File: config.mk
export PLATFORM = sky130hd
export DESIGN_NAME = cmd_decoder
export DESIGN_NICKNAME = d
export VERILOG_FILES = /design/src/rtl/cmd_pkg.sv /design/src/rtl/cmd_char_class.sv /design/src/rtl/cmd_port_arb.sv /design/src/rtl/cmd_line_parser.sv /design/src/rtl/cmd_decoder.sv
export SDC_FILE = /design/constraint.sdc
export NUM_CORES = 1
export LEC_CHECK = 0
export BUFFER_PORTS_ARGS = -buffer_cell sky130_fd_sc_hd__buf_2
export CORE_MARGIN = 4
export CORE_UTILIZATION = 55
export CTS_BUF_LIST = sky130_fd_sc_hd__clkbuf_2 sky130_fd_sc_hd__clkbuf_4 sky130_fd_sc_hd__clkbuf_8
export CTS_CLUSTER_DIAMETER = 60
export DETAILED_ROUTE_END_ITERATION = 10
export PLACE_DENSITY = 0.75
export REMOVE_ABC_BUFFERS = 1
export SLEW_MARGIN = 20
export SYNTH_ARGS = -nofsm -noshare
export SYNTH_HDL_FRONTEND = slang
export SYNTH_SLANG_ARGS = --single-unit
File: constraint.sdc
create_clock -name clk_i -period 4.55 [get_ports clk_i]
set_input_delay 0.91 -clock clk_i [delete_from_list [all_inputs] [get_ports clk_i]]
set_output_delay 0.91 -clock clk_i [all_outputs]
set_load 0.02 [all_outputs]
File: src/rtl/cmd_pkg.sv
package cmd_pkg;
  localparam logic [7:0] CH_CR = 8'h0D;
  localparam logic [7:0] CH_Q  = 8'h3F;
  localparam logic [7:0] CH_F  = 8'h46;

  typedef enum logic [3:0] {
    CMD_NONE = 4'd0, CMD_PD = 4'd1, CMD_PW = 4'd2, CMD_RC = 4'd3,
    CMD_RR = 4'd4, CMD_RS = 4'd5, CMD_ST = 4'd6, CMD_SQ = 4'd7,
    CMD_VU = 4'd8, CMD_FREQ = 4'd9
  } cmd_id_e;

  typedef enum logic [2:0] {
    SUB_NONE = 3'd0, SUB_RX = 3'd1, SUB_TX = 3'd2, SUB_SIMPLEX = 3'd3,
    SUB_UP = 3'd4, SUB_DOWN = 3'd5, SUB_QUERY = 3'd6
  } sub_e;

  function automatic cmd_id_e code_lookup(logic [7:0] a, logic [7:0] b);
    case ({a, b})
      "PD":    return CMD_PD;
      "PW":    return CMD_PW;
      "RC":    return CMD_RC;
      "RR":    return CMD_RR;
      "RS":    return CMD_RS;
      "ST":    return CMD_ST;
      "SQ":    return CMD_SQ;
      "VU":    return CMD_VU;
      default: return CMD_NONE;
    endcase
  endfunction

  function automatic sub_e freq_sub(logic [7:0] b);
    case (b)
      "R":     return SUB_RX;
      "T":     return SUB_TX;
      "S":     return SUB_SIMPLEX;
      "U":     return SUB_UP;
      "D":     return SUB_DOWN;
      CH_Q:    return SUB_QUERY;
      default: return SUB_NONE;
    endcase
  endfunction
endpackage

File: src/rtl/cmd_char_class.sv
module cmd_char_class
  import cmd_pkg::*;
(
  input  logic [7:0] byte_i,
  output logic [7:0] upper_o,
  output logic       is_cr_o,
  output logic       is_q_o,
  output logic       is_digit_o,
  output logic [3:0] digit_o
);
  always_comb begin
    upper_o    = (byte_i >= "a" && byte_i <= "z") ? byte_i - 8'h20 : byte_i;
    is_cr_o    = byte_i == CH_CR;
    is_q_o     = byte_i == CH_Q;
    is_digit_o = byte_i >= "0" && byte_i <= "9";
    digit_o    = byte_i[3:0];
  end
endmodule

File: src/rtl/cmd_port_arb.sv
module cmd_port_arb
  import cmd_pkg::*;
#(
  parameter int NUM_PORTS = 2,
  parameter int TAG_W     = 2
) (
  input  logic                   clk_i,
  input  logic                   rst_ni,
  input  logic [NUM_PORTS-1:0]   valid_i,
  input  logic [NUM_PORTS*8-1:0] data_i,
  output logic [NUM_PORTS-1:0]   ready_o,
  output logic                   byte_valid_o,
  output logic [7:0]             byte_o,
  output logic [TAG_W-1:0]       tag_o
);
  localparam int IDX_W = (NUM_PORTS > 1) ? $clog2(NUM_PORTS) : 1;

  logic                 lock_q;
  logic [IDX_W-1:0]     owner_q;
  logic [IDX_W-1:0]     sel;
  logic [NUM_PORTS-1:0] lower_busy;
  logic [NUM_PORTS-1:0] grant;

  always_comb begin
    logic busy;
    busy = 1'b0;
    for (int i = 0; i < NUM_PORTS; i++) begin
      lower_busy[i] = busy;
      busy = busy | valid_i[i];
    end
  end

  for (genvar g = 0; g < NUM_PORTS; g++) begin : g_ready
    assign ready_o[g] = lock_q ? (owner_q == IDX_W'(g)) : !lower_busy[g];
  end

  assign grant        = valid_i & ready_o;
  assign byte_valid_o = |grant;

  always_comb begin
    sel    = '0;
    byte_o = '0;
    for (int i = 0; i < NUM_PORTS; i++) begin
      if (grant[i]) begin
        sel    = IDX_W'(i);
        byte_o = data_i[i*8 +: 8];
      end
    end
  end

  assign tag_o = TAG_W'(sel) + TAG_W'(1);

  always_ff @(posedge clk_i or negedge rst_ni) begin
    if (!rst_ni) begin
      lock_q  <= 1'b0;
      owner_q <= '0;
    end else if (byte_valid_o) begin
      if (byte_o == CH_CR) begin
        lock_q <= 1'b0;
      end else begin
        lock_q  <= 1'b1;
        owner_q <= sel;
      end
    end
  end
endmodule

File: src/rtl/cmd_line_parser.sv
module cmd_line_parser
  import cmd_pkg::*;
#(
  parameter int MAX_LEN = 16,
  parameter int TAG_W   = 2,
  parameter int VAL_W   = 32
) (
  input  logic             clk_i,
  input  logic             rst_ni,
  input  logic             byte_valid_i,
  input  logic [7:0]       byte_i,
  input  logic [TAG_W-1:0] tag_i,
  output logic             done_o,
  output logic             err_o,
  output logic [3:0]       cmd_id_o,
  output logic             query_o,
  output logic [2:0]       sub_o,
  output logic [VAL_W-1:0] param_o,
  output logic             param_err_o,
  output logic [TAG_W-1:0] port_o
);
  localparam int LEN_W = $clog2(MAX_LEN + 2);
  localparam logic [LEN_W-1:0] LEN_SAT = LEN_W'(MAX_LEN + 1);
  localparam logic [LEN_W-1:0] LEN_MAX = LEN_W'(MAX_LEN);

  logic [7:0]       upper;
  logic             is_cr, is_q, is_digit;
  logic [3:0]       digit;

  cmd_char_class u_class (
    .byte_i    (byte_i),
    .upper_o   (upper),
    .is_cr_o   (is_cr),
    .is_q_o    (is_q),
    .is_digit_o(is_digit),
    .digit_o   (digit)
  );

  logic [LEN_W-1:0] len_q;
  logic [7:0]       c0_q, c1_q;
  logic             qry_q, perr_q;
  logic [VAL_W-1:0] val_q;

  logic [LEN_W-1:0] len_inc;
  logic             is_freq, bad, qry_n;
  sub_e             sub_n;
  cmd_id_e          id_n;
  logic [VAL_W-1:0] val_n;

  always_comb begin
    len_inc = (len_q == LEN_SAT) ? len_q : len_q + LEN_W'(1);
    is_freq = c0_q == CH_F;
    sub_n   = is_freq ? freq_sub(c1_q) : SUB_NONE;
    if (is_freq) id_n = (sub_n != SUB_NONE) ? CMD_FREQ : CMD_NONE;
    else         id_n = code_lookup(c0_q, c1_q);
    bad     = (len_q < LEN_W'(2)) || (len_q > LEN_MAX) || (id_n == CMD_NONE);
    qry_n   = qry_q || (is_freq && c1_q == CH_Q);
    val_n   = (val_q << 3) + (val_q << 1) + VAL_W'(digit);
  end

  always_ff @(posedge clk_i or negedge rst_ni) begin
    if (!rst_ni) begin
      len_q       <= '0;
      c0_q        <= '0;
      c1_q        <= '0;
      qry_q       <= 1'b0;
      perr_q      <= 1'b0;
      val_q       <= '0;
      done_o      <= 1'b0;
      err_o       <= 1'b0;
      cmd_id_o    <= '0;
      query_o     <= 1'b0;
      sub_o       <= '0;
      param_o     <= '0;
      param_err_o <= 1'b0;
      port_o      <= '0;
    end else begin
      done_o <= 1'b0;
      err_o  <= 1'b0;
      if (byte_valid_i) begin
        if (is_cr) begin
          if (bad) begin
            err_o <= 1'b1;
          end else begin
            done_o      <= 1'b1;
            cmd_id_o    <= id_n;
            sub_o       <= sub_n;
            query_o     <= qry_n;
            param_o     <= val_q;
            param_err_o <= perr_q;
            port_o      <= tag_i;
          end
          len_q  <= '0;
          c0_q   <= '0;
          c1_q   <= '0;
          qry_q  <= 1'b0;
          perr_q <= 1'b0;
          val_q  <= '0;
        end else begin
          len_q <= len_inc;
          if (len_q == '0)                         c0_q  <= upper;
          else if (len_q == LEN_W'(1))             c1_q  <= upper;
          else if (len_q == LEN_W'(2) && is_q)     qry_q <= 1'b1;
          else if (is_digit)                       val_q <= val_n;
          else                                     perr_q <= 1'b1;
        end
      end
    end
  end
endmodule

File: src/rtl/cmd_decoder.sv
module cmd_decoder #(
  parameter int NUM_PORTS = 2,
  parameter int MAX_LEN   = 16,
  parameter int VAL_W     = 32
) (
  input  logic                             clk_i,
  input  logic                             rst_ni,
  input  logic [NUM_PORTS-1:0]             rx_valid_i,
  input  logic [NUM_PORTS*8-1:0]           rx_data_i,
  output logic [NUM_PORTS-1:0]             rx_ready_o,
  output logic                             done_o,
  output logic                             err_o,
  output logic [3:0]                       cmd_id_o,
  output logic                             query_o,
  output logic [2:0]                       sub_o,
  output logic [VAL_W-1:0]                 param_o,
  output logic                             param_err_o,
  output logic [$clog2(NUM_PORTS+1)-1:0]   port_o
);
  localparam int TAG_W = $clog2(NUM_PORTS + 1);

  logic             byte_valid;
  logic [7:0]       byte_d;
  logic [TAG_W-1:0] tag;

  cmd_port_arb #(.NUM_PORTS(NUM_PORTS), .TAG_W(TAG_W)) u_arb (
    .clk_i       (clk_i),
    .rst_ni      (rst_ni),
    .valid_i     (rx_valid_i),
    .data_i      (rx_data_i),
    .ready_o     (rx_ready_o),
    .byte_valid_o(byte_valid),
    .byte_o      (byte_d),
    .tag_o       (tag)
  );

  cmd_line_parser #(.MAX_LEN(MAX_LEN), .TAG_W(TAG_W), .VAL_W(VAL_W)) u_parse (
    .clk_i       (clk_i),
    .rst_ni      (rst_ni),
    .byte_valid_i(byte_valid),
    .byte_i      (byte_d),
    .tag_i       (tag),
    .done_o      (done_o),
    .err_o       (err_o),
    .cmd_id_o    (cmd_id_o),
    .query_o     (query_o),
    .sub_o       (sub_o),
    .param_o     (param_o),
    .param_err_o (param_err_o),
    .port_o      (port_o)
  );
endmodule

======== After elaboration in Yosys (flattened, before gate mapping) ========
Index checks and enable logic that the tools add are counted.
storage, ports and cells
  flip-flop bits (word level) ............. 102
  bits in latches ......................... 0
  RAM bits ................................ 0
  bits in read-only memories .............. 0
  bits of input ports ..................... 20
  word-level logic and storage cells ...... 119
  memories ................................ 0
operators by class
  $add $sub $neg .......................... 5
  $mul .................................... 0
  divide/modulo/power cells ............... 0
  $lt $le $gt $ge ......................... 6
  equal/unequal tests ..................... 25
  shift-type cells ........................ 0
  muxes and demuxes ....................... 39
  bitwise gates (word level) .............. 4
  reduce and logical (&&, ||, !) cells .... 24
operator list
  cell                                                             count
  two-way mux 32 bit                                               5
  == test 16 x 15 -> 1 bit (second input constant)                 8
  two-way mux 8 bit                                                8
  == test 8 x 7 -> 1 bit (second input constant)                   6
  adder 32 bit                                                     1
  adder 32 x 4 -> 32 bit                                           1
  case mux 4 bit (8 select lines)                                  1
  two-way mux 1 bit                                                19
  case mux 3 bit (6 select lines)                                  1
  == test 8 x 6 -> 1 bit (second input constant)                   2
  two-way mux 5 bit                                                2
  inequality test 2 x 1 -> 1 bit (second input constant)           5
  AND reduction 5 bit                                              2
  == test 8 x 4 -> 1 bit (second input constant)                   1
  >= comparator 8 x 6 -> 1 bit (second input constant)             1
  >= comparator 8 x 7 -> 1 bit (second input constant)             1
  less-or-equal comparator 8 x 6 -> 1 bit (second input constant)  1
  less-or-equal comparator 8 x 7 -> 1 bit (second input constant)  1
  two-way mux 4 bit                                                2
  nonzero test 2 bit                                               4
  subtractor 8 x 6 -> 8 bit (second input constant)                1
  AND reduction 2 bit                                              3
  AND reduction 3 bit                                              2
  adder 5 x 1 -> 5 bit (second input constant)                     1
  other kinds (17)                                                 24

======== Depth between registers and ports, before layout ========
Gate-level depths: netlist (run 1).
  depth in word-level cells ............... 12
  depth in mapped cells ................... 17
  mapped depth without buffers ............ 15

======== Hierarchy ========
A second synthesis (run 1) with hierarchy kept.
second synthesis, totals
  cell total of the unflattened synthesis .. 707
  area, all modules ....................... 6842.8 µm²
modules (own cells, without submodules)
  module           times used  cells each  area an instance (µm²)  sequential area each (µm²)
  cmd_line_parser  1           638         6319.8                  2502.4
  cmd_port_arb     1           35          299.0                   50.0
  cmd_char_class   1           34          224.0                   0.0

======== Least setup slack after synthesis (run 1) ========
Ideal clock, no wire load.
  kind .................................... input to register
  start point ............................. input port rx_valid_i[0]
  end point ............................... register u_parse.val_q[28]
  library setup time ...................... 134 ps
  arrival time ............................ 3970 ps
  data required time ...................... 4416 ps
  setup slack ............................. 446 ps
  stages on the path ...................... 14
  buffers on the path ..................... 1
  cells stage by stage .................... buf_2 nand3b_1 a21o_1 nand2_1 fa_1 fa_1 a21o_1 a21oi_1 o211ai_1 a211oi_1 o31ai_1 o31ai_1 xor2_1 o21ai_0
on the way
  word-level cells in the longest chain between the ends .. 10
  elaborated cells on any way between the ends .. 23
RTL lines
  item                    RTL line                RTL
  start: declaration      cmd_decoder.sv:8        input logic [NUM_PORTS-1:0] rx_valid_i,
  zero test 1 bit         cmd_port_arb.sv:34      assign ready_o[g] = lock_q ? (owner_q == IDX_W'(g)) : !lower_busy[g];
  two-way mux 1 bit       cmd_port_arb.sv:34
  bitwise AND 2 bit *     cmd_port_arb.sv:37      assign grant = valid_i & ready_o;
  two-way mux 8 bit       cmd_port_arb.sv:44      if (grant[i]) begin
  adder 32 x 4 -> 32 bit  cmd_line_parser.sv:58   val_n = (val_q << 3) + (val_q << 1) + VAL_W'(digit);
  two-way mux 32 bit      cmd_line_parser.sv:104  else if (is_digit) val_q <= val_n;
  two-way mux 32 bit      cmd_line_parser.sv:103  else if (len_q == LEN_W'(2) && is_q) qry_q <= 1'b1;
  two-way mux 32 bit      cmd_line_parser.sv:102  else if (len_q == LEN_W'(1)) c1_q <= upper;
  two-way mux 32 bit      cmd_line_parser.sv:101  if (len_q == '0) c0_q <= upper;
  two-way mux 32 bit      cmd_line_parser.sv:81   if (is_cr) begin
  end signal: assignment  cmd_line_parser.sv:104
  end: declaration        cmd_line_parser.sv:42   logic [VAL_W-1:0] val_q;
Every way passes the cells marked *; elsewhere a longest branch is shown, timed or not. The select of a mux whose other input is x is not followed.
A chain may end at the register's enable or synchronous reset.

======== Final worst setup path (run 1) ========
  start point ............................. register u_arb.lock_q
  end point ............................... register u_parse.val_q[28]
on the way
  word-level cells in the longest chain between the ends .. 10
  elaborated cells on any way between the ends .. 23
RTL lines
  item                            RTL line                RTL
  start: declaration              cmd_port_arb.sv:18      logic lock_q;
  start signal: assignment        cmd_port_arb.sv:55      lock_q <= 1'b0;
  start signal: assignment        cmd_port_arb.sv:59      lock_q <= 1'b0;
  start signal: assignment        cmd_port_arb.sv:61      lock_q <= 1'b1;
  two-way mux 1 bit               cmd_port_arb.sv:34
  bitwise AND 2 bit *             cmd_port_arb.sv:37
  two-way mux 8 bit (2 in a row)  cmd_port_arb.sv:44
  adder 32 x 4 -> 32 bit          cmd_line_parser.sv:58
  two-way mux 32 bit              cmd_line_parser.sv:104
  two-way mux 32 bit              cmd_line_parser.sv:103
  two-way mux 32 bit              cmd_line_parser.sv:102
  two-way mux 32 bit              cmd_line_parser.sv:101
  two-way mux 32 bit              cmd_line_parser.sv:81
Marked as above.

==> results of run 1 <==
==> logic make-up (layout without fill, tap and decap cells) <==
group | count (synthesis) | after routing | share of synthesized area
simple gates | 217 | 217 | 0.169
mux | 48 | 48 | 0.0787
fa+ha+maj | 65 | 65 | 0.123
xor+xnor | 30 | 30 | 0.0389
compound gates | 192 | 192 | 0.178
buf+inv | 53 | 115 | 0.0348
flops | 102 | 102 | 0.378
==> area by class of cell <==
type / instances / area, um2 / area share
Multi-Input combinational cell: 552 / 3970 / 0.532
Sequential cell: 102 / 2550 / 0.342
Timing Repair Buffer: 79 / 430 / 0.0577
Tap cell: 147 / 184 / 0.0246
Clock buffer: 11 / 145 / 0.0194
Clock inverter: 5 / 106 / 0.0142
Inverter: 20 / 75.1 / 0.0101
==> per-stage QoR <==
step	power [uW]	worst slack, ps	cell area [um2]	hold slack (ps)	utilization
floorplan	1790	463	6590	446	-
global placement	2000	346	7210	459	0.600
detailed placement	2040	199	7210	476	0.600
CTS	2760	611	7460	497	0.621
global route	2950	203	7460	514	0.621
finish	2750	521	7460	490	0.621
==> layer usage <==
layer  routed length, um  global-route usage
met4                 251              0.0637
met1                7090               0.308
met2                7220               0.368
met5                   0                   0
met3                 598              0.0440
==> power breakdown <==
| part | leakage [uW] | internal, uW | switching (uW) | total [uW] |
|---|---|---|---|---|
| combinational | 0.00233 | 345 | 465 | 811 |
| clock | 0.000123 | 387 | 322 | 709 |
| sequential | 0.00138 | 1020 | 206 | 1230 |
==> worst register-to-register path, cell delays in order, from the launching register on <==
cell and delay [ps]:
dfrtp_1 660, nand2_2 250, o22a_1 270, and2_1 200, inv_1 70, ha_1 220, ha_1 230, fa_1 410
a21o_1 180, a21oi_1 220, o211ai_1 140, a211oi_1 260, buf_4 170, o31ai_1 100, o31ai_1 260, xor2_1 190
o21ai_0 90
==> worst min path at each step <==
stage | start | to
finish | u_parse.port_o[1]$_DFFE_PN0P_ | u_parse.port_o[1]$_DFFE_PN0P_
CTS | u_parse.c0_q[5]$_DFFE_PN0P_ | u_parse.c0_q[5]$_DFFE_PN0P_
global placement | u_parse.cmd_id_o[2]$_DFFE_PN0P_ | u_parse.cmd_id_o[2]$_DFFE_PN0P_
global route | u_parse.param_o[23]$_DFFE_PN0P_ | u_parse.param_o[23]$_DFFE_PN0P_
floorplan | u_parse.c0_q[5]$_DFFE_PN0P_ | u_parse.c0_q[5]$_DFFE_PN0P_
detailed placement | u_parse.c0_q[5]$_DFFE_PN0P_ | u_parse.c0_q[5]$_DFFE_PN0P_
==> registers in the layout (all words and copies together), names as in the netlist, 2 cells and up <==
| signal | cells |
|---|---|
| u_parse.port_o | 2 |
| u_parse.c1_q | 8 |
| u_parse.c0_q | 8 |
| u_parse.len_q | 5 |
| u_parse.sub_o | 3 |
| u_parse.cmd_id_o | 4 |
| u_parse.val_q | 32 |
| u_parse.param_o | 32 |
==> Yosys cell counts, drive strengths merged (2+ instances only) <==
| cell | number | area (um2) |
|---|---|---|
| and4 | 4 | 35.0 |
| nand4 | 13 | 81.3 |
| nor4b | 3 | 41.3 |
| nand2b | 6 | 37.5 |
| a211oi | 8 | 60.1 |
| clkbuf | 21 | 78.8 |
| mux2i | 7 | 70.1 |
| a31oi | 6 | 37.5 |
| o21a | 5 | 37.5 |
| dfrtp | 102 | 2550 |
| nand3b | 8 | 60.1 |
| or2 | 8 | 50.1 |
| xor2 | 17 | 149 |
| nand4b | 2 | 17.5 |
| mux2 | 41 | 462 |
| nand2 | 58 | 220 |
| o31ai | 7 | 52.6 |
| xnor2 | 13 | 114 |
| and2 | 5 | 31.3 |
| o21bai | 4 | 30.0 |
| ha | 63 | 788 |
| o22a | 5 | 43.8 |
| and3 | 3 | 18.8 |
| nor3 | 9 | 45.0 |
| fa | 2 | 40.0 |
| o21ai | 53 | 265 |
| o2111ai | 2 | 17.5 |
| o211ai | 5 | 37.5 |
| nor3b | 4 | 30.0 |
| nor2 | 40 | 150 |
| nand3 | 38 | 190 |
| inv | 20 | 75.1 |
| or3 | 3 | 18.8 |
| buf | 12 | 81.3 |
| a21o | 17 | 128 |
| a21oi | 56 | 280 |
| o41ai | 4 | 42.6 |
| o22ai | 6 | 37.5 |
| nor4 | 3 | 18.8 |
| and3b | 2 | 17.5 |
| and4b | 3 | 30.0 |
| or4b | 2 | 20.0 |
==> impl_metrics.json, run 1 <==
{
  "outcome": "finished, final reports clean",
  "ys_types": 68,
  "dp_hpwl_um": 11300,
  "hold_violations": 0,
  "crit_arrival_ps": 4290,
  "vdd_drop_max_uv": 280,
  "grt_pass1_vias": 5543,
  "max-cap-violations": 0,
  "p_per_area_nw_per_um2": 368,
  "num_io_pins": 67,
  "async_flop_share": 1.00,
  "drc": 0,
  "via_per_inst": 6.10,
  "drive_gt1_frac": 0.192,
  "grt-ovfl-total": 0,
  "drtAntennaViolNets": 0,
  "hold_path_class": "flop to flop",
  "cts.path.max_buffers": 2,
  "timing.final.crit_period_ps": 4030,
  "fin_cells": 916,
  "timing.rr.start": "u_arb.lock_q$_DFFE_PN0N_",
  "setup_viol": 0,
  "wire_per_inst_um": 16.5,
  "antenna_cells": 0,
  "final_cell_mix": "dfrtp_1, buf_2, ha_1",
  "nets": 849,
  "fin_skew_ps": 13.4,
  "fin_setup_tns_ps": 0,
  "grt_first_pass_wirelength_um": 26500,
  "antenna_found_initial": 0,
  "relSlewSlack": 0.389,
  "clk_latency_ps": 390,
  "startpoint": "u_arb.lock_q$_DFFE_PN0N_",
  "yosys_warnings": 0,
  "power_leakage_uw": 0.00383,
  "syn_area_per_cell_um2": 9.55,
  "num_rows": 40,
  "whs_path_depth": 2,
  "post-cts-setup-buffers": 0,
  "regToRegSetupSlack_ps": 520,
  "cts_resized": 0,
  "crit_path_end_kind": "flop",
  "crit_path_cell_trace": "nand2_2 -> o22a_1 -> and2_1 -> inv_1 -> ha_1 -> ha_1 -> fa_1 -> a21o_1 -> a21oi_1 -> o211ai_1 -> a211oi_1 -> buf_4 -> o31ai_1 -> o31ai_1 -> xor2_1 -> o21ai_0",
  "worst_slew_pin_slew_ps": 917,
  "placed_cells": 900,
  "rsz0062_at_grt": "false",
  "cp_slowest_stage_delay_ps": 660,
  "drt_pass1_iterations": 5,
  "gp_congestion": 0.907,
  "synth-edff-count": 0,
  "r2r_cells": 16,
  "seq_area_frac_synth": 0.378,
  "crit_end": "u_parse.val_q[28]$_DFFE_PN0P_",
  "cts_made_buffers": 9,
  "crit_family": "compound AO/OA/AOI/OAI gates",
  "cpMaxStageDelayCell": "dfrtp_1",
  "crit_required_ps": 4810,
  "die_x_um": 119,
  "path_class": "flop to flop",
  "syn-cell-area_um2": 6750,
  "cts_tree": "done",
  "synth-seq-cells": 102,
  "cts.clk_slew.worst_paths_ps": 100,
  "track_usage": 0.226,
  "syn_to_final_growth_pct": 10.5,
  "path_max_fanout": 14,
  "root_buffer": "clkbuf_8",
  "critPathLaunchType": "flop",
  "layout_commonest_cell": "dfrtp_1",
  "ctsHoldBuffers": 0,
  "maxSlewViolCount": 0,
  "wl_um": 15200,
  "worst-path-stages": 16,
  "period_share": 0.886,
  "die-area_um2": 14100,
  "crit_buf_inv": 2,
  "start_util": 0.562,
  "nFillCells": 1025,
  "htreeDepth": 3,
  "portBuffers": 66,
  "drtIter0Drc": 359,
  "netlist_instances": 707,
  "worstReg2RegEnd": "u_parse.val_q[28]$_DFFE_PN0P_",
  "fmaxAchievable_mhz": 248,
  "vias": 5586,
  "die_y_um": 119,
  "coreArea_um2": 12000,
  "yosys_most_used_dff": "dfrtp_1",
  "grt_max_degree": 74,
  "cts.sink_count": 102
}
Note: power is estimated with default switching activity, not from simulation.
==> inputs of run 2 (changes only) <==
--- a/config.mk
+++ b/config.mk
@@ -12,6 +12,7 @@
 export CTS_CLUSTER_DIAMETER = 60
 export DETAILED_ROUTE_END_ITERATION = 10
 export PLACE_DENSITY = 0.75
+export RECOVER_POWER = 25
 export REMOVE_ABC_BUFFERS = 1
 export SLEW_MARGIN = 20
 export SYNTH_ARGS = -nofsm -noshare
==> impl_metrics.json, run 2 (same netlist as run 1, synthesis figures left out) <==
{
  "path_class": "flop to flop",
  "power_uw": 2750,
  "crit_buf_inv": 2,
  "vdd_drop_max_uv": 280,
  "maxSlewViolCount": 74,
  "die-area_um2": 14100,
  "via_per_inst": 6.09,
  "num_rows": 40,
  "crit_family": "compound AO/OA/AOI/OAI gates",
  "violations": "capacitance limit, slew limit",
  "root_buffer": "clkbuf_8",
  "grt_pass1_vias": 5543,
  "wl_um": 15100,
  "design_area_um2": 7460,
  "grt_max_degree": 74,
  "dp_hpwl_um": 11300,
  "final_cell_mix": "dfrtp_1, buf_2, ha_1",
  "nets": 849,
  "gr-usage-met3": 0.0440,
  "met2_usage": 0.368,
  "max-cap-violations": 1,
  "crit_required_ps": 4810,
  "cts_resized": 0,
  "num_io_pins": 67,
  "post-cts-setup-buffers": 0,
  "syn_to_final_growth_pct": 10.5,
  "coreArea_um2": 12000,
  "grt_first_pass_wirelength_um": 26500,
  "power_leakage_uw": 0.00383,
  "fin_skew_ps": 13.4,
  "fin_setup_tns_ps": 0,
  "top_usage_layer": "met2",
  "layout_commonest_cell": "dfrtp_1",
  "rsz0062_at_grt": "false",
  "crit_path_end_kind": "flop",
  "die_x_um": 119,
  "hold_path_class": "flop to flop",
  "setup_viol": 0,
  "crit_arrival_ps": 4290,
  "worst_slack_ps": 520,
  "wire_per_inst_um": 16.5,
  "largestRegisters": "u_parse.param_o (32), u_parse.val_q (32)",
  "met1_usage": 0.308,
  "drc": 0,
  "htreeDepth": 3,
  "antenna_found_initial": 0,
  "path_max_fanout": 14,
  "cts.clk_slew.worst_paths_ps": 100,
  "post_dp_cell_area_um2": 7210,
  "portBuffers": 66,
  "outcome": "finished, violations left",
  "fin_hold_ws_ps": 490,
  "cpMaxStageDelayCell": "dfrtp_1",
  "cts_tree": "done",
  "whs_path_depth": 2,
  "track_usage": 0.226,
  "drt_pass1_iterations": 5,
  "cts_made_buffers": 9,
  "hold_violations": 0,
  "cts.sink_count": 102,
  "drtIter0Drc": 359,
  "worst-path-stages": 16,
  "start_util": 0.562,
  "p_per_area_nw_per_um2": 368,
  "ctsHoldBuffers": 0,
  "cp_slowest_stage_delay_ps": 660,
  "pre_cts_ws_ps": 199,
  "period_share": 0.886,
  "die_y_um": 119,
  "relSlewSlack": -0.203,
  "worst_slew_pin_slew_ps": 1800,
  "crit_path_cell_trace": "nand2_2 -> o22a_1 -> and2_1 -> inv_1 -> ha_1 -> ha_1 -> fa_1 -> a21o_1 -> a21oi_1 -> o211ai_1 -> a211oi_1 -> buf_4 -> o31ai_1 -> o31ai_1 -> xor2_1 -> o21ai_0",
  "antenna_cells": 0,
  "drive_gt1_frac": 0.192,
  "r2r_cells": 16,
  "timing.final.crit_period_ps": 4030,
  "clk_latency_ps": 390,
  "gp_congestion": 0.907,
  "vias": 5583,
  "drtAntennaViolNets": 0,
  "cts.path.max_buffers": 2,
  "critPathLaunchType": "flop",
  "grt-ovfl-total": 0,
  "fmaxAchievable_mhz": 248
}
==> run 2: worst paths after layout <==
| kind | from | endpoint | slack (ps) |
|---|---|---|---|
| worst max-delay path | u_arb.lock_q$_DFFE_PN0N_ | u_parse.val_q[28]$_DFFE_PN0P_ | 520 |
| worst min register to register | u_parse.port_o[1]$_DFFE_PN0P_ | u_parse.port_o[1]$_DFFE_PN0P_ | 490 |
| worst min-delay path | u_parse.port_o[1]$_DFFE_PN0P_ | u_parse.port_o[1]$_DFFE_PN0P_ | 490 |
| min in group asynchronous | rst_ni | u_parse.cmd_id_o[2]$_DFFE_PN0P_ | 1000 |
| max in group asynchronous | rst_ni | u_parse.param_o[15]$_DFFE_PN0P_ | 2290 |
| worst max register to register | u_arb.lock_q$_DFFE_PN0N_ | u_parse.val_q[28]$_DFFE_PN0P_ | 520 |
==> run 2: power by group <==
part           internal (uW)  leakage (uW)  switching (uW)
sequential              1020       0.00138             206
combinational            345       0.00233             465
clock                    387      0.000123             321
total                   1760       0.00383             992
==> run 2: cell type report <==
cell class                 count  area, um2
timing repair buffer          79        428
clock inverter                 5        106
multi-input combinational    552       3970
clock buffer                  11        145
sequential                   102       2550
tap                          147        184
inverter                      20       75.1
fill                        1026       4550
==> run 2: routing by layer <==
layer / vias to the layer above / share of wire / wire length, um
li1: 2727 / - / -
met1: 2703 / 0.47 / 7050
met2: 129 / 0.48 / 7250
met3: 24 / 0.040 / 600
met4: 0 / 0.016 / 247
met5: - / 0 / 0
==> run 2: per-stage QoR <==
step	instances	utilization
2_1_floorplan	674	-
3_3_place_gp	900	0.600
3_5_place_dp	900	0.600
4_1_cts	916	0.621
5_1_grt	916	0.621
6_report	916	0.621
==> run 2: worst reg2reg max path: cells and delay by family (launching register included) <==
family / cells / cell delay, ps
DFF: 1 / 660
AOI/OAI and AO/OA: 8 / 1520
buffers and inverters: 2 / 240
adders and majority gates: 3 / 860
xor gates and xnor gates: 1 / 190
and+or+nand+nor: 2 / 450
==> inputs of run 3 (changes only) <==
--- a/config.mk
+++ b/config.mk
@@ -17,4 +17,5 @@
 export SLEW_MARGIN = 20
 export SYNTH_ARGS = -nofsm -noshare
 export SYNTH_HDL_FRONTEND = slang
+export SYNTH_HIERARCHICAL = 1
 export SYNTH_SLANG_ARGS = --single-unit
==> impl_metrics.json, run 3 <==
{
  "wire_per_inst_um": 16.5,
  "synth_top_area_share": 0.373,
  "cts_made_buffers": 9,
  "design_area_um2": 7470,
  "hold_violations": 0,
  "nFillCells": 1054,
  "hold_path_class": "flop to flop",
  "portBuffers": 66,
  "htreeDepth": 3,
  "grt_first_pass_wirelength_um": 26600,
  "track_usage": 0.224,
  "synth-seq-cells": 102,
  "crit_path_end_kind": "flop",
  "fin_hold_ws_ps": 486,
  "die-area_um2": 14300,
  "critPathLaunchType": "input pin",
  "maxSlewViolCount": 69,
  "crit_path_cell_trace": "buf_2 -> a21boi_1 -> a22o_1 -> ha_1 -> ha_1 -> inv_1 -> fa_1 -> nand2b_1 -> a21oi_1 -> o21ai_1 -> a211oi_1 -> buf_4 -> o311ai_1 -> a21o_1 -> a32o_1",
  "pre_cts_ws_ps": 122,
  "nets": 848,
  "relSlewSlack": -0.152,
  "cpMaxStageDelayCell": "a22o_1",
  "largestRegisters": "u_parse/param_o (32), u_parse/val_q (32)",
  "rsz0062_at_grt": "false",
  "p_per_area_nw_per_um2": 340,
  "vias": 5650,
  "ctsHoldBuffers": 0,
  "drtIter0Drc": 308,
  "placed_cells": 919,
  "fin_skew_ps": 13.0,
  "multi_input_area_um2": 3920,
  "antenna_found_initial": 0,
  "async_flop_share": 1.00,
  "netlist_instances": 707,
  "syn-cell-area_um2": 6840,
  "via_per_inst": 6.04,
  "seq_area_frac_synth": 0.373,
  "post_dp_cell_area_um2": 7280,
  "worst_slack_ps": 443,
  "grt_max_degree": 69,
  "dp_hpwl_um": 11400,
  "synth.most_common_cell": "dfrtp_1",
  "cts_tree": "done",
  "power_leakage_uw": 0.00377,
  "synth-edff-count": 0,
  "yosys_warnings": 6,
  "period_share": 0.903,
  "drc": 0,
  "synthTopCellsByCount": "dfrtp_1, ha_1, nand2_1",
  "fin_cells": 935,
  "crit_arrival_ps": 4390,
  "violations": "capacitance limit, slew limit",
  "cts_resized": 0,
  "clk_latency_ps": 390,
  "layout_commonest_cell": "dfrtp_1",
  "ys_types": 74,
  "timing.final.crit_period_ps": 4110,
  "synth_top_area_cell": "dfrtp_1",
  "drive_gt1_frac": 0.149,
  "setup_viol": 0,
  "cts.path.max_buffers": 2,
  "start_util": 0.565,
  "path_common_cell": "ha_1",
  "drtAntennaViolNets": 0,
  "path_max_fanout": 8,
  "drt_pass1_iterations": 6,
  "die_y_um": 120,
  "root_buffer": "clkbuf_8",
  "syn_to_final_growth_pct": 9.22,
  "yosys_most_used_dff": "dfrtp_1",
  "fmaxAchievable_mhz": 243,
  "cts.clk_slew.worst_paths_ps": 100,
  "coreArea_um2": 12100,
  "crit_required_ps": 4830,
  "vdd_drop_max_uv": 251,
  "wl_um": 15400,
  "antenna_cells": 0,
  "num_rows": 40,
  "num_io_pins": 67,
  "register_area_um2": 2550,
  "final_cell_mix": "dfrtp_1, buf_2, ha_1",
  "max-cap-violations": 1,
  "synth_area_leaders": "dfrtp_1, ha_1, mux2_1",
  "path_class": "input pin to flop",
  "die_x_um": 120,
  "outcome": "finished, violations left",
  "grt-ovfl-total": 0,
  "fin_setup_tns_ps": 0,
  "grt_pass1_vias": 5509,
  "post-cts-setup-buffers": 0,
  "syn_area_per_cell_um2": 9.68,
  "cp_slowest_stage_delay_ps": 410,
  "cts.sink_count": 102,
  "gp_congestion": 0.894,
  "worst_slew_pin_slew_ps": 1730
}
run 3: cell count changes after synthesis, sizes merged, moves of 7 or more:
| cell | previous run | this run |
|---|---|---|
| a22o | 1 | 17 |
| o21a | 5 | 13 |
| a32o | 1 | 8 |
| inv | 20 | 37 |
| nor2b | 1 | 10 |
| nand3 | 38 | 28 |
| a21o | 17 | 10 |
| a21oi | 56 | 33 |
run 3: area by class of cell:
type,count,area share
Sequential cell,102,0.342
Clock buffer,10,0.0176
Multi-Input combinational cell,530,0.524
Timing Repair Buffer,82,0.0619
Clock inverter,6,0.00820
Tap cell,168,0.0281
Inverter,37,0.0186
run 3: critical path, delay by kind of cell:
family          cells  cell delay (ps)
compound gates      8             2140
buf+inv             3              330
fa+ha+maj           3              790
simple gates        1              200
run 3: final timing paths:
kind	start	end	slack, ps	cells past startpoint
min in group asynchronous	rst_ni	u_parse/param_o[19]$_DFFE_PN0P_	970	1
min reg2reg	u_parse/param_o[24]$_DFFE_PN0P_	u_parse/param_o[24]$_DFFE_PN0P_	490	1
max in group asynchronous	rst_ni	u_parse/param_o[13]$_DFFE_PN0P_	2310	2
min	u_parse/param_o[24]$_DFFE_PN0P_	u_parse/param_o[24]$_DFFE_PN0P_	490	1
max reg2reg	u_arb/owner_q$_DFFE_PN0P_	u_parse/val_q[30]$_DFFE_PN0P_	590	15
max	rx_valid_i[0]	u_parse/val_q[30]$_DFFE_PN0P_	440	15
run 3: stage by stage:
step	util	power, uW
floorplan	-	1720
global placement	0.601	1930
detailed placement	0.601	1960
CTS	0.617	2550
global route	0.617	2730
finish	0.617	2540
run 3: cells by family (layout without fill, tap and decap cells):
logic type | after synthesis | count (layout) | synth area share
xor+xnor | 18 | 18 | 0.0230
flops | 102 | 102 | 0.373
compound gates | 201 | 201 | 0.205
buf+inv | 75 | 135 | 0.0554
simple gates | 209 | 209 | 0.161
fa+ha+maj | 66 | 66 | 0.123
mux | 36 | 36 | 0.0591
run 3: power breakdown:
group	internal [uW]	leakage (uW)	switching, uW
registers	996	0.00136	142
logic	347	0.00231	476
clock network	260	0.0000999	324
total	1600	0.00377	941
run 3: per-layer routing:
| metal | track usage | part of all wire | vias to the layer above |
|---|---|---|---|
| met5 | 0 | 0 | - |
| met4 | 0.0730 | 0.016 | 0 |
| met3 | 0.0391 | 0.041 | 24 |
| met2 | 0.365 | 0.47 | 134 |
| met1 | 0.305 | 0.47 | 2784 |
| li1 | - | - | 2708 |
